--- src/rtl/sta_pkg.sv ---
package sta_pkg;
   typedef enum logic [1:0] {
      AM_KEEP   = 2'd0,
      AM_INC    = 2'd1,
      AM_INDEX  = 2'd2,
      AM_PREDEC = 2'd3
   } am_mode_e;
endpackage

--- src/rtl/sta_ptr_pick.sv ---
module sta_ptr_pick #(
   parameter int AW     = 32,
   parameter int NPTR   = 4,
   parameter bit FWD_EN = 1'b1,
   localparam int SELW  = $clog2(NPTR)
) (
   input  logic [NPTR*AW-1:0] bank,
   input  logic [SELW-1:0]    sel,
   input  logic               fwd_we,
   input  logic [SELW-1:0]    fwd_sel,
   input  logic [AW-1:0]      fwd_data,
   output logic [AW-1:0]      base
);
   logic [AW-1:0] raw;

   always_comb begin
      raw = '0;
      for (int k = 0; k < NPTR; k++) begin
         if (sel == SELW'(k)) raw = bank[k*AW +: AW];
      end
   end

   generate
      if (FWD_EN) begin : g_bypass
         assign base = (fwd_we && fwd_sel == sel) ? fwd_data : raw;
      end else begin : g_direct
         logic unused_fwd;
         assign unused_fwd = ^{fwd_we, fwd_sel, fwd_data};
         assign base = raw;
      end
   endgenerate
endmodule

--- src/rtl/sta_ea_calc.sv ---
module sta_ea_calc
   import sta_pkg::*;
#(
   parameter int AW = 32
) (
   input  logic [AW-1:0] base,
   input  logic [AW-1:0] index,
   input  am_mode_e      mode,
   input  logic          is_long,
   output logic [AW-1:0] addr,
   output logic [AW-1:0] wb,
   output logic          wb_en,
   output logic          misal
);
   logic [AW-1:0] step;
   logic [AW-1:0] down;

   assign step = is_long ? AW'(4) : AW'(2);
   assign down = base - step;

   always_comb begin
      addr  = base;
      wb    = base;
      wb_en = 1'b1;
      unique case (mode)
         AM_KEEP:   wb_en = 1'b0;
         AM_INC:    wb    = base + step;
         AM_INDEX:  wb    = base + index;
         AM_PREDEC: begin
            addr = down;
            wb   = down;
         end
      endcase
   end

   assign misal = is_long && (addr[1:0] != 2'b00);
endmodule

--- src/rtl/sta_slot.sv ---
module sta_slot #(
   parameter int AW   = 32,
   parameter int SELW = 2
) (
   input  logic            clk,
   input  logic            rst_n,
   input  logic            load,
   input  logic            clear,
   input  logic [AW-1:0]   d_addr,
   input  logic [AW-1:0]   d_wb,
   input  logic [SELW-1:0] d_sel,
   input  logic            d_long,
   input  logic            d_we,
   input  logic            d_err,
   output logic            q_valid,
   output logic [AW-1:0]   q_addr,
   output logic [AW-1:0]   q_wb,
   output logic [SELW-1:0] q_sel,
   output logic            q_long,
   output logic            q_we,
   output logic            q_err
);
   always_ff @(posedge clk) begin
      if (!rst_n) begin
         q_valid <= 1'b0;
         q_addr  <= '0;
         q_wb    <= '0;
         q_sel   <= '0;
         q_long  <= 1'b0;
         q_we    <= 1'b0;
         q_err   <= 1'b0;
      end else if (load) begin
         q_valid <= 1'b1;
         q_addr  <= d_addr;
         q_wb    <= d_wb;
         q_sel   <= d_sel;
         q_long  <= d_long;
         q_we    <= d_we && !d_err;
         q_err   <= d_err;
      end else if (clear) begin
         q_valid <= 1'b0;
      end
   end
endmodule

--- src/rtl/sta_addr_gen.sv ---
module sta_addr_gen
   import sta_pkg::*;
#(
   parameter int AW     = 32,
   parameter int NPTR   = 4,
   parameter bit FWD_EN = 1'b1,
   localparam int SELW  = $clog2(NPTR)
) (
   input  logic               clk,
   input  logic               rst_n,
   input  logic               req_valid,
   input  logic [SELW-1:0]    req_sel,
   input  logic [1:0]         req_mode,
   input  logic               req_long,
   input  logic [NPTR*AW-1:0] ptr_bank,
   input  logic [AW-1:0]      idx_val,
   input  logic               bus_grant,
   output logic               bus_req,
   output logic [AW-1:0]      bus_addr,
   output logic               bus_long,
   output logic               stall,
   output logic               addr_err,
   output logic               ptr_we,
   output logic [SELW-1:0]    ptr_wsel,
   output logic [AW-1:0]      ptr_wdata
);
   logic          s_valid, s_long, s_we, s_err;
   logic [AW-1:0] s_addr, s_wb;
   logic [SELW-1:0] s_sel;
   logic [AW-1:0] base, n_addr, n_wb;
   logic          n_we, n_err;
   logic          done, take;

   assign done = s_valid && (s_err || bus_grant);
   assign take = req_valid && (!s_valid || done);

   assign bus_req   = s_valid && !s_err;
   assign bus_addr  = s_addr;
   assign bus_long  = s_long;
   assign stall     = bus_req && !bus_grant;
   assign addr_err  = s_valid && s_err;
   assign ptr_we    = bus_req && bus_grant && s_we;
   assign ptr_wsel  = s_sel;
   assign ptr_wdata = s_wb;

   sta_ptr_pick #(.AW(AW), .NPTR(NPTR), .FWD_EN(FWD_EN)) u_pick (
      .bank(ptr_bank), .sel(req_sel),
      .fwd_we(ptr_we), .fwd_sel(s_sel), .fwd_data(s_wb),
      .base(base)
   );

   sta_ea_calc #(.AW(AW)) u_calc (
      .base(base), .index(idx_val), .mode(am_mode_e'(req_mode)),
      .is_long(req_long),
      .addr(n_addr), .wb(n_wb), .wb_en(n_we), .misal(n_err)
   );

   sta_slot #(.AW(AW), .SELW(SELW)) u_slot (
      .clk(clk), .rst_n(rst_n), .load(take), .clear(done),
      .d_addr(n_addr), .d_wb(n_wb), .d_sel(req_sel), .d_long(req_long),
      .d_we(n_we), .d_err(n_err),
      .q_valid(s_valid), .q_addr(s_addr), .q_wb(s_wb), .q_sel(s_sel),
      .q_long(s_long), .q_we(s_we), .q_err(s_err)
   );
endmodule

--- config.mk ---
export PLATFORM = sky130hd
export DESIGN_NAME = sta_addr_gen
export DESIGN_NICKNAME = d
export VERILOG_FILES = /design/src/rtl/sta_pkg.sv /design/src/rtl/sta_ptr_pick.sv /design/src/rtl/sta_ea_calc.sv /design/src/rtl/sta_slot.sv /design/src/rtl/sta_addr_gen.sv
export SDC_FILE = /design/constraint.sdc
export NUM_CORES = 1
export LEC_CHECK = 0
export ABC_AREA = 1
export BUFFER_PORTS_ARGS = -buffer_cell sky130_fd_sc_hd__buf_2
export CAP_MARGIN = 20
export CORE_MARGIN = 1
export CORE_UTILIZATION = 40
export CTS_CLUSTER_SIZE = 16
export DETAILED_ROUTE_END_ITERATION = 12
export HOLD_SLACK_MARGIN = 0.06
export PLACE_DENSITY = 0.67
export SLEW_MARGIN = 20
export SYNTH_ARGS = -nofsm -noshare
export SYNTH_HDL_FRONTEND = slang
export SYNTH_SLANG_ARGS = --single-unit
--- constraint.sdc ---
create_clock -name clk -period 4.06 [get_ports clk]
set_input_delay 0.203 -clock clk [delete_from_list [all_inputs] [get_ports clk]]
set_output_delay 0.203 -clock clk [all_outputs]
set_load 0.02 [all_outputs]
Word level (Yosys, flattened, before mapping)
Cells that the tools add are included.

Add/subtract/negate cells: 3. Eq/ne operators: 7. Muxes and demuxes: 11. Reduce and logical (&&, ||, !) cells: 20.

Operators by type and width (count): 2-to-1 mux 32 bit (6); case mux 32 bit (3 select lines) (1); adder 32 bit (2); subtractor 32 bit (1); logical AND 1 bit (10); equality test 2 bit, second input constant (4); equality test 2 x 1 -> 1 bit, second input constant (2); zero test 1 bit (4); zero test 2 bit (2); nonzero test 2 bit (2); 2-to-1 mux 1 bit (3); 2-to-1 mux 3 bit (1); equality test 2 bit (1); logical OR 1 bit (2).

Register bits: 70. Input bits: 169. Output and inout port bits: 71. Word-level logic and storage cells: 48.

Longest topological paths before layout
Gate-level depths: netlist of run 1.

Depth in word-level cells: 12. Gate-level depth with buffers: 25. Gate-level depth less buffers: 22.

Modules after synthesis
A second synthesis of run 1 with hierarchy kept.

Cell total of the unflattened synthesis: 1526. Area total of the unflattened synthesis: 8224.1 µm².

By module, submodules not included: sta_ea_calc (instances 1, cells each 913, area each 4329.2 µm², sequential area each 0.0 µm²); sta_slot (instances 1, cells each 303, area each 2443.6 µm², sequential area each 1401.3 µm²); sta_ptr_pick (instances 1, cells each 298, area each 1402.6 µm², sequential area each 0.0 µm²); sta_addr_gen (instances 1, cells each 12, area each 48.8 µm², sequential area each 0.0 µm²).

Worst setup path after synthesis of run 1
Ideal clock, no wire load.

Kind: reg2reg. From: register u_slot.q_err. To: register u_slot.q_wb[30]. Library setup time: 0.070 ns. Arrival: 3.092 ns. Data required time: 3.990 ns. Slack: 0.898 ns. Cell stages (with the launch flop): 23. Buffers on the path: 2. Clock period less this slack: 3.162 ns. Cell sequence: dfxtp_1 > inv_1 > nand2_1 > nor2_4 > nand3_4 > buf_8 > buf_6 > a31oi_2 > inv_1 > ha_1 > a21oi_1 > inv_1 > a21oi_1 > inv_1 > a21oi_1 > o21ai_0 > a211oi_1 > nand2_1 > nand2_1 > nand3_1 > nand2_1 > nand2_1 > a21oi_1.

Longest elaborated chain between the ends: 8. Elaborated cells between the ends (all ways): 14. Those cells by class: add/sub: 3; mux: 2; reduce/logical: 9.

Ends and longest elaborated chain: start, declared (RTL line sta_slot.sv:21) `output logic q_err`; start signal, assigned (RTL line sta_slot.sv:39) `q_err <= d_err;`; zero test 1 bit * (RTL line sta_addr_gen.sv:37) `assign bus_req = s_valid && !s_err;`; logical AND 1 bit * (RTL line sta_addr_gen.sv:37); logical AND 1 bit * (2 in series) (RTL line sta_addr_gen.sv:42) `assign ptr_we = bus_req && bus_grant && s_we;`; via ptr_we (RTL line sta_addr_gen.sv:23) `output logic ptr_we,`; logical AND 1 bit * (RTL line sta_ptr_pick.sv:25) `assign base = (fwd_we && fwd_sel == sel) ? fwd_data : raw;`; 2-to-1 mux 32 bit * (RTL line sta_ptr_pick.sv:25); subtractor 32 bit, or another cell as far along (RTL line sta_ea_calc.sv:19) `assign down = base - step;`; case mux 32 bit (3 select lines) * (RTL line sta_ea_calc.sv:25) `unique case (mode)`; end signal, assigned (RTL line sta_slot.sv:35) `q_wb <= d_wb;`; end, declared (RTL line sta_slot.sv:17) `output logic [AW-1:0] q_wb,`.

Mark *: on every way through the listed nets, which the timed path passes. The rest lies on a longest branch. A chain may end at the register's enable or synchronous reset.

Worst setup path in the final report of run 1
From: register u_slot.q_err. To: register u_slot.q_wb[19].

Longest elaborated chain between the ends: 8. Elaborated cells between the ends (all ways): 14. Those cells by class: add/sub: 3; mux: 2; reduce/logical: 9.

Ends and longest elaborated chain (RTL line): zero test 1 bit (sta_addr_gen.sv:37); logical AND 1 bit (sta_addr_gen.sv:37); logical AND 1 bit (2 in series) (sta_addr_gen.sv:42); logical AND 1 bit (sta_ptr_pick.sv:25); 2-to-1 mux 32 bit (sta_ptr_pick.sv:25); subtractor 32 bit, or another cell as far along (sta_ea_calc.sv:19); case mux 32 bit (3 select lines) (sta_ea_calc.sv:25).

Several ways; a longest one is shown, not always the timed one.

==> flow_summary.yaml, run 1 <==
setup_path:
  cpLargestDelayFamily: "simple AND/OR/NAND/NOR gates"
  crit_type: "reg2reg"
  crit_path_frequent_cell: "nand2_1"
  worst-path-max-fanout: 15
  cp_data_required_time_ns: 4.33
  max_stage_delay_ns: 0.36
  endpoint_kind: "register"
  crit_slowest_cell: "ha_1"
  crit_chain: "inv_1 -> nand2_1 -> nor2_4 -> nand3_4 -> buf_4 -> a31oi_2 -> inv_2 -> ha_1 -> a21oi_1 -> inv_1 -> a21oi_1 -> nand2_1 -> nand2_1 -> nand2_1 -> nand2_1 -> nand2_1 -> nand2_1 -> nand3_1 -> nand2_1 -> nand2_1 -> a21oi_1"
  path_buf_inv: 4
  crit_arrival_ns: 3.82
  critPathLaunchType: "register"
drt:
  postRouteAntennaNets: 0
  drc: 0
  wirelength_um: 36000
  first_iter_violations: 781
  vias: 10660
  dr.pass1.iters: 6
  wl_per_cell_um: 17.9
  viasPerCell: 5.32
floorplanning:
  start_util_pct: 40.8
  die_w_um: 146
  dieHeight_um: 146
  fp.coreArea_um2: 20200
  die_area_um2: 21200
  row_count: 52
  ioPinCount: 240
clock_tree:
  cts_tree: "built"
  clk_transition_reported_paths_ns: 0.07
  htreeDepth: 3
  clockBufferDepth: 2
  numCtsBuffers: 9
  cts_root_buf: "clkbuf_16"
  worstSkewPairLatency_ns: 0.36
  post_cts_buffers: 0
  clock-sinks: 70
  ctsHoldBuffers: 0
  postCtsResizedCells: 0
finish:
  nets: 1930
  antenna_cells: 0
  seqCellArea_um2: 1400
  drive_above_1_share_pct: 20.8
  fillers: 2255
  multi_input_area_um2: 5680
  stdcell_area_um2: 10100
  area_delta_synth_final_pct: 22.3
power_and_ir_drop:
  power_density_nw_per_um2: 289
  finalPower_mw: 2.92
  vdd_drop_max_v: 0.000181
  p_leak_nw: 5.50
placed_design:
  port_buffers: 239
  place_area_um2: 9770
  hpwl_um: 29100
  gp_congestion: 0.944
global_route:
  grt_pass1_vias: 9949
  grt-ovfl-total: 0
  antenna_found_initial: 0
  grt_pass1_wl_um: 55600
  grt_use_total_pct: 33.8
  grt_max_degree: 77
outcome:
  status: "complete, no violations"
sta:
  setup_tns_ns: 0
  max_freq_mhz: 282
  clock_skew_ns: 0.0119
  worst_pin_slew_ns: 0.997
  slew_viol_final: 0
  period_needed_ns: 3.55
  fin_crit_sh_pct: 87.4
  rsz0062_at_grt: "no"
  setup_viol: 0
  hold_viol: 0
  slew_headroom_pct: 32.9
  fin_hold_ws_ns: 0.0679
synthesis:
  synthFlopType: "dfxtp_1"
  async_reset_ff_share_pct: 0
  ys_types: 48
  avgSynthCellArea_um2: 5.48
  synth_enable_flop_cells: 0
  synth.net_count: 1708
  synthCells: 1508
  yosysSeqAreaShare_pct: 17.0
  synth_area_um2: 8260
  synth_warnings: 0
  synth.ff_latch_count: 70
hold_path:
  hp-class: "in2reg"
run:
  maxCapViolations: 0
[worst register-to-register path, stage by stage, from the launching register on]
cell	delay (ns)
dfxtp_1	0.33
inv_1	0.05
nand2_1	0.12
nor2_4	0.18
nand3_4	0.18
buf_4	0.25
a31oi_2	0.31
inv_2	0.13
ha_1	0.36
a21oi_1	0.27
inv_1	0.08
a21oi_1	0.15
nand2_1	0.14
nand2_1	0.09
nand2_1	0.12
nand2_1	0.11
nand2_1	0.05
nand2_1	0.05
nand3_1	0.18
nand2_1	0.12
nand2_1	0.08
a21oi_1	0.12
[kinds of logic after synthesis]
| logic type | after synthesis | share of synthesized area (%) |
|---|---|---|
| AO/OA/AOI/OAI | 304 | 21.1 |
| XOR/XNOR | 5 | 0.530 |
| adder cells (fa/ha/maj) | 31 | 4.79 |
| buffers and inverters | 297 | 14.4 |
| flip-flops | 70 | 17.0 |
| AND/OR/NAND/NOR | 801 | 42.2 |
[metal layers]
layer	part of all wire, %	vias to the layer above	GRT usage, %
li1	-	5313	-
met1	44	4832	44.8
met2	46	446	55.4
met3	6.9	69	4.36
met4	3.6	0	13.7
met5	0	-	0
[through the flow]
stage,worst slack (ns),instances,utilization (%)
final,0.511,2005,49.9
after detailed placement,0.290,1989,48.3
after floorplan,0.898,1508,-
after CTS,0.544,2005,49.9
after global routing,0.158,2005,49.9
after global placement,0.323,1989,48.3
[cell usage after synthesis (4+ instances only)]
library cell	instances	share of area, %
nand2_1	449	20
inv_1	225	10
nand3_1	149	9.0
a21oi_1	126	7.6
o21ai_0	119	7.2
nor2_1	110	5.0
dfxtp_1	70	17
clkbuf_1	44	2.0
ha_1	30	4.5
or2_2	27	2.0
a31oi_1	20	1.5
nand4_1	18	1.4
nor3_1	13	0.79
a31oi_2	10	1.5
o211ai_1	9	0.82
buf_2	7	0.42
inv_2	7	0.32
nor2_2	7	0.53
nand3b_1	6	0.55
nor2_4	5	0.68
o21ai_1	5	0.30
a31oi_4	4	1.0
or2_1	4	0.30
[cell usage in the layout (no fill, tap or decap), types with 4 or more instances in the layout]
cell	count
nand2_1	449
buf_2	239
inv_1	224
nand3_1	149
a21oi_1	126
o21ai_0	119
nor2_1	109
dfxtp_1	70
buf_4	33
ha_1	30
or2_2	27
a31oi_1	20
nand4_1	18
nor3_1	13
a31oi_2	10
o211ai_1	9
clkbuf_16	9
inv_2	7
nor2_2	7
nor2_4	6
nand3b_1	6
o21ai_1	5
or2_1	4
a31oi_4	4
[worst paths after layout]
path,slack [ns],start,cells after the start,to
worst max register to register,0.51,u_slot.q_err,21,u_slot.q_wb[19]
worst min register to register,0.48,u_slot.q_long,2,u_slot.q_long
worst max-delay path,0.51,u_slot.q_err,21,u_slot.q_wb[19]
worst min-delay path,0.07,req_valid,3,u_slot.q_valid
[power by group]
part	internal (mW)	total, mW	switching (mW)
clock network	0.561	0.940	0.379
registers	0.746	0.796	0.0497
logic	0.388	1.18	0.795
total	1.70	2.92	1.22
[registers in the layout, indices dropped and copies added (netlist names)]
register / cells
u_slot.q_addr: 32
u_slot.q_err: 1
u_slot.q_long: 1
u_slot.q_sel: 2
u_slot.q_valid: 1
u_slot.q_wb: 32
u_slot.q_we: 1
[final cells by class]
class,count,share of cell area [%]
clock buffers,10,2.37
inverters,235,8.76
clock inverters,6,0.929
well taps,270,3.34
flip-flops and latches,70,13.9
multi-input cells,1141,56.2
repair buffers,273,14.5
Note: power is estimated with default switching activity, not from simulation.
==> inputs of run 2 (changes only) <==
Settings changed: ABC_AREA 1 to 0, CORE_UTILIZATION 40 to 45, CTS_CLUSTER_SIZE 16 to 25, PLACE_DENSITY 0.67 to 0.75.
==> flow_summary.yaml, run 2 <==
drt:
  drc: 0
  viasPerCell: 5.93
  first_iter_violations: 750
  vias: 8746
  dr.pass1.iters: 5
  wl_per_cell_um: 19.5
  wirelength_um: 28800
  postRouteAntennaNets: 0
synthesis:
  synth_compound_area_share_pct: 25.1
  synth-xor-area-share_pct: 7.63
  yosysMostFrequentCell: "nand2_1"
  async_reset_ff_share_pct: 0
  yosysSeqAreaShare_pct: 18.0
  synth.net_count: 1207
  synth.area.top_cells: "dfxtp_1 18%, mux4_2 9.2%, nand2_1 6.4%, o21ai_0 5.2%, and2_1 5.1%"
  ys_types: 86
  synth_simple_gate_area_share_pct: 24.0
  synthFlopType: "dfxtp_1"
  synth.ff_latch_count: 70
  synth_warnings: 0
  synth_enable_flop_cells: 0
  synth_common_cells: "133 x nand2_1, 81 x o21ai_0, 70 x dfxtp_1"
  synthMuxAreaShare_pct: 14.8
  synth_area_um2: 7790
  synth_top_family_by_area: "compound AO/OA/AOI/OAI gates"
  yosysTopAreaCell: "dfxtp_1"
  synthAdderAreaFrac_pct: 5.46
  synthCells: 1007
  avgSynthCellArea_um2: 7.74
  yosys.area.top_type_share_pct: 18.0
setup_path:
  endpoint_kind: "register"
  r2r_start: "u_slot.q_err"
  crit_arrival_ns: 4.14
  critPathLaunchType: "register"
  cp_data_required_time_ns: 4.30
  startpoint: "u_slot.q_err"
  reg2reg_depth: 11
  crit_type: "reg2reg"
  worst-path-max-fanout: 7
finish:
  final_common_cell: "buf_2"
  nets: 1452
  biggestRegsByFlops: "u_slot.q_addr: 32 flops, u_slot.q_wb: 32 flops, u_slot.q_sel: 2 flops"
  stdcell_count: 1476
  drive_above_1_share_pct: 32.1
  fin_util_pct: 58.9
  area_delta_synth_final_pct: 26.7
  stdcell_area_um2: 9870
  final_cell_mix: "239 x buf_2, 133 x nand2_1, 81 x o21ai_0"
hold_path:
  hp-start: "req_valid"
  whs_path_depth: 2
  hp-class: "in2reg"
clock_tree:
  clk_transition_reported_paths_ns: 0.06
  cts_root_buf: "clkbuf_16"
  cts_tree: "built"
  clockBufferDepth: 2
  numCtsBuffers: 9
  worstSkewPairLatency_ns: 0.36
  clock-sinks: 70
  htreeDepth: 3
placed_design:
  dp_cells: 1455
  port_buffers: 239
  preCtsSetupSlack_ns: -0.0308
  place_area_um2: 9460
  hpwl_um: 22500
  gp_congestion: 0.975
sta:
  fin_hold_ws_ns: 0.133
  worst_pin_slew_ns: 1.09
  worst_slack_ns: 0.166
  hold_viol: 0
  setup_viol: 0
  fin_crit_sh_pct: 95.9
  period_needed_ns: 3.89
  max_freq_mhz: 257
  setup_tns_ns: 0
  slew_viol_final: 0
  slew_headroom_pct: 27.6
  clock_skew_ns: 0.0143
power_and_ir_drop:
  vdd_drop_max_v: 0.000240
  p_leak_nw: 4.42
  power_density_nw_per_um2: 290
  finalPower_mw: 2.87
floorplanning:
  start_util_pct: 46.5
  dieHeight_um: 134
  ioPinCount: 240
  fp.coreArea_um2: 16800
  row_count: 47
  die_area_um2: 17900
  die_w_um: 134
global_route:
  antenna_found_initial: 1
  grt_pass1_wl_um: 44100
  grt-ovfl-total: 0
  grt_max_degree: 53
  grt_pass1_vias: 8148
  grt_use_total_pct: 32.2
outcome:
  status: "complete, no violations"
run:
  maxCapViolations: 0
run 2: changes by cell type in the layout (fill, tap and decap cells not counted), moves of 23 or more:
cell     change
o21ai_0     -38
a21oi_1     -61
nand2_1    -316
xnor2_1     +39
inv_1      -194
nand3_1    -123
and2_1      +61
mux4_2      +32
or2_2       -25
nor2_1      -47
mux2_2      +23
run 2: worst paths after layout:
check        slack [ns]           endpoint
min                0.13     u_slot.q_valid
max                0.17  u_slot.q_addr[19]
max reg2reg        0.17  u_slot.q_addr[19]
min reg2reg        0.48      u_slot.q_long
run 2: power breakdown:
group | total, mW | switching [mW] | internal [mW]
registers | 0.804 | 0.0532 | 0.750
logic | 1.23 | 0.724 | 0.504
clock network | 0.834 | 0.331 | 0.503
total | 2.87 | 1.11 | 1.76
run 2: area by class of cell:
cell class,count,area [um2]
clock inverter,3,45.0
tap,220,275
sequential,70,1400
clock buffer,11,253
antenna,1,2.50
fill,1628,6890
inverter,32,120
timing repair buffer,296,1690
multi-input combinational,843,6080
run 2: repair_timing:
action | CTS | global route
setup buffers | 0 | 5
cloned | 0 | 1
hold buffers | 0 | 0
endpoints found under the setup margin | 4 | 14
gates resized for setup | 1 | 8
pin swaps | 0 | 5
run 2: critical path, cell delays in order (launching register included):
cell      delay (ns)
dfxtp_1         0.32
nand4b_1        0.24
buf_4           0.21
o31ai_1         0.63
nand2_1         0.37
nor4_2          0.38
and4bb_2        0.42
and2b_1         0.33
nand3_1         0.13
xnor2_1         0.43
o21ai_0         0.12
and2_1          0.20
run 2: kinds of logic (layout without fill, tap and decap cells):
kind of cell	Yosys count	in the layout
DFF	70	70
and+or+nand+nor	370	370
buffers and inverters	94	342
AOI/OAI and AO/OA	300	300
muxes	72	72
xor gates and xnor gates	67	67
adders and majority gates	34	34
other	0	1
run 2: per-layer routing:
metal,GRT usage (%),vias to the layer above,wire (um)
met5,0,-,0
met4,11.3,0,634
met3,3.92,44,2670
met2,51.6,452,12900
met1,44.5,4064,12600
li1,-,4186,-
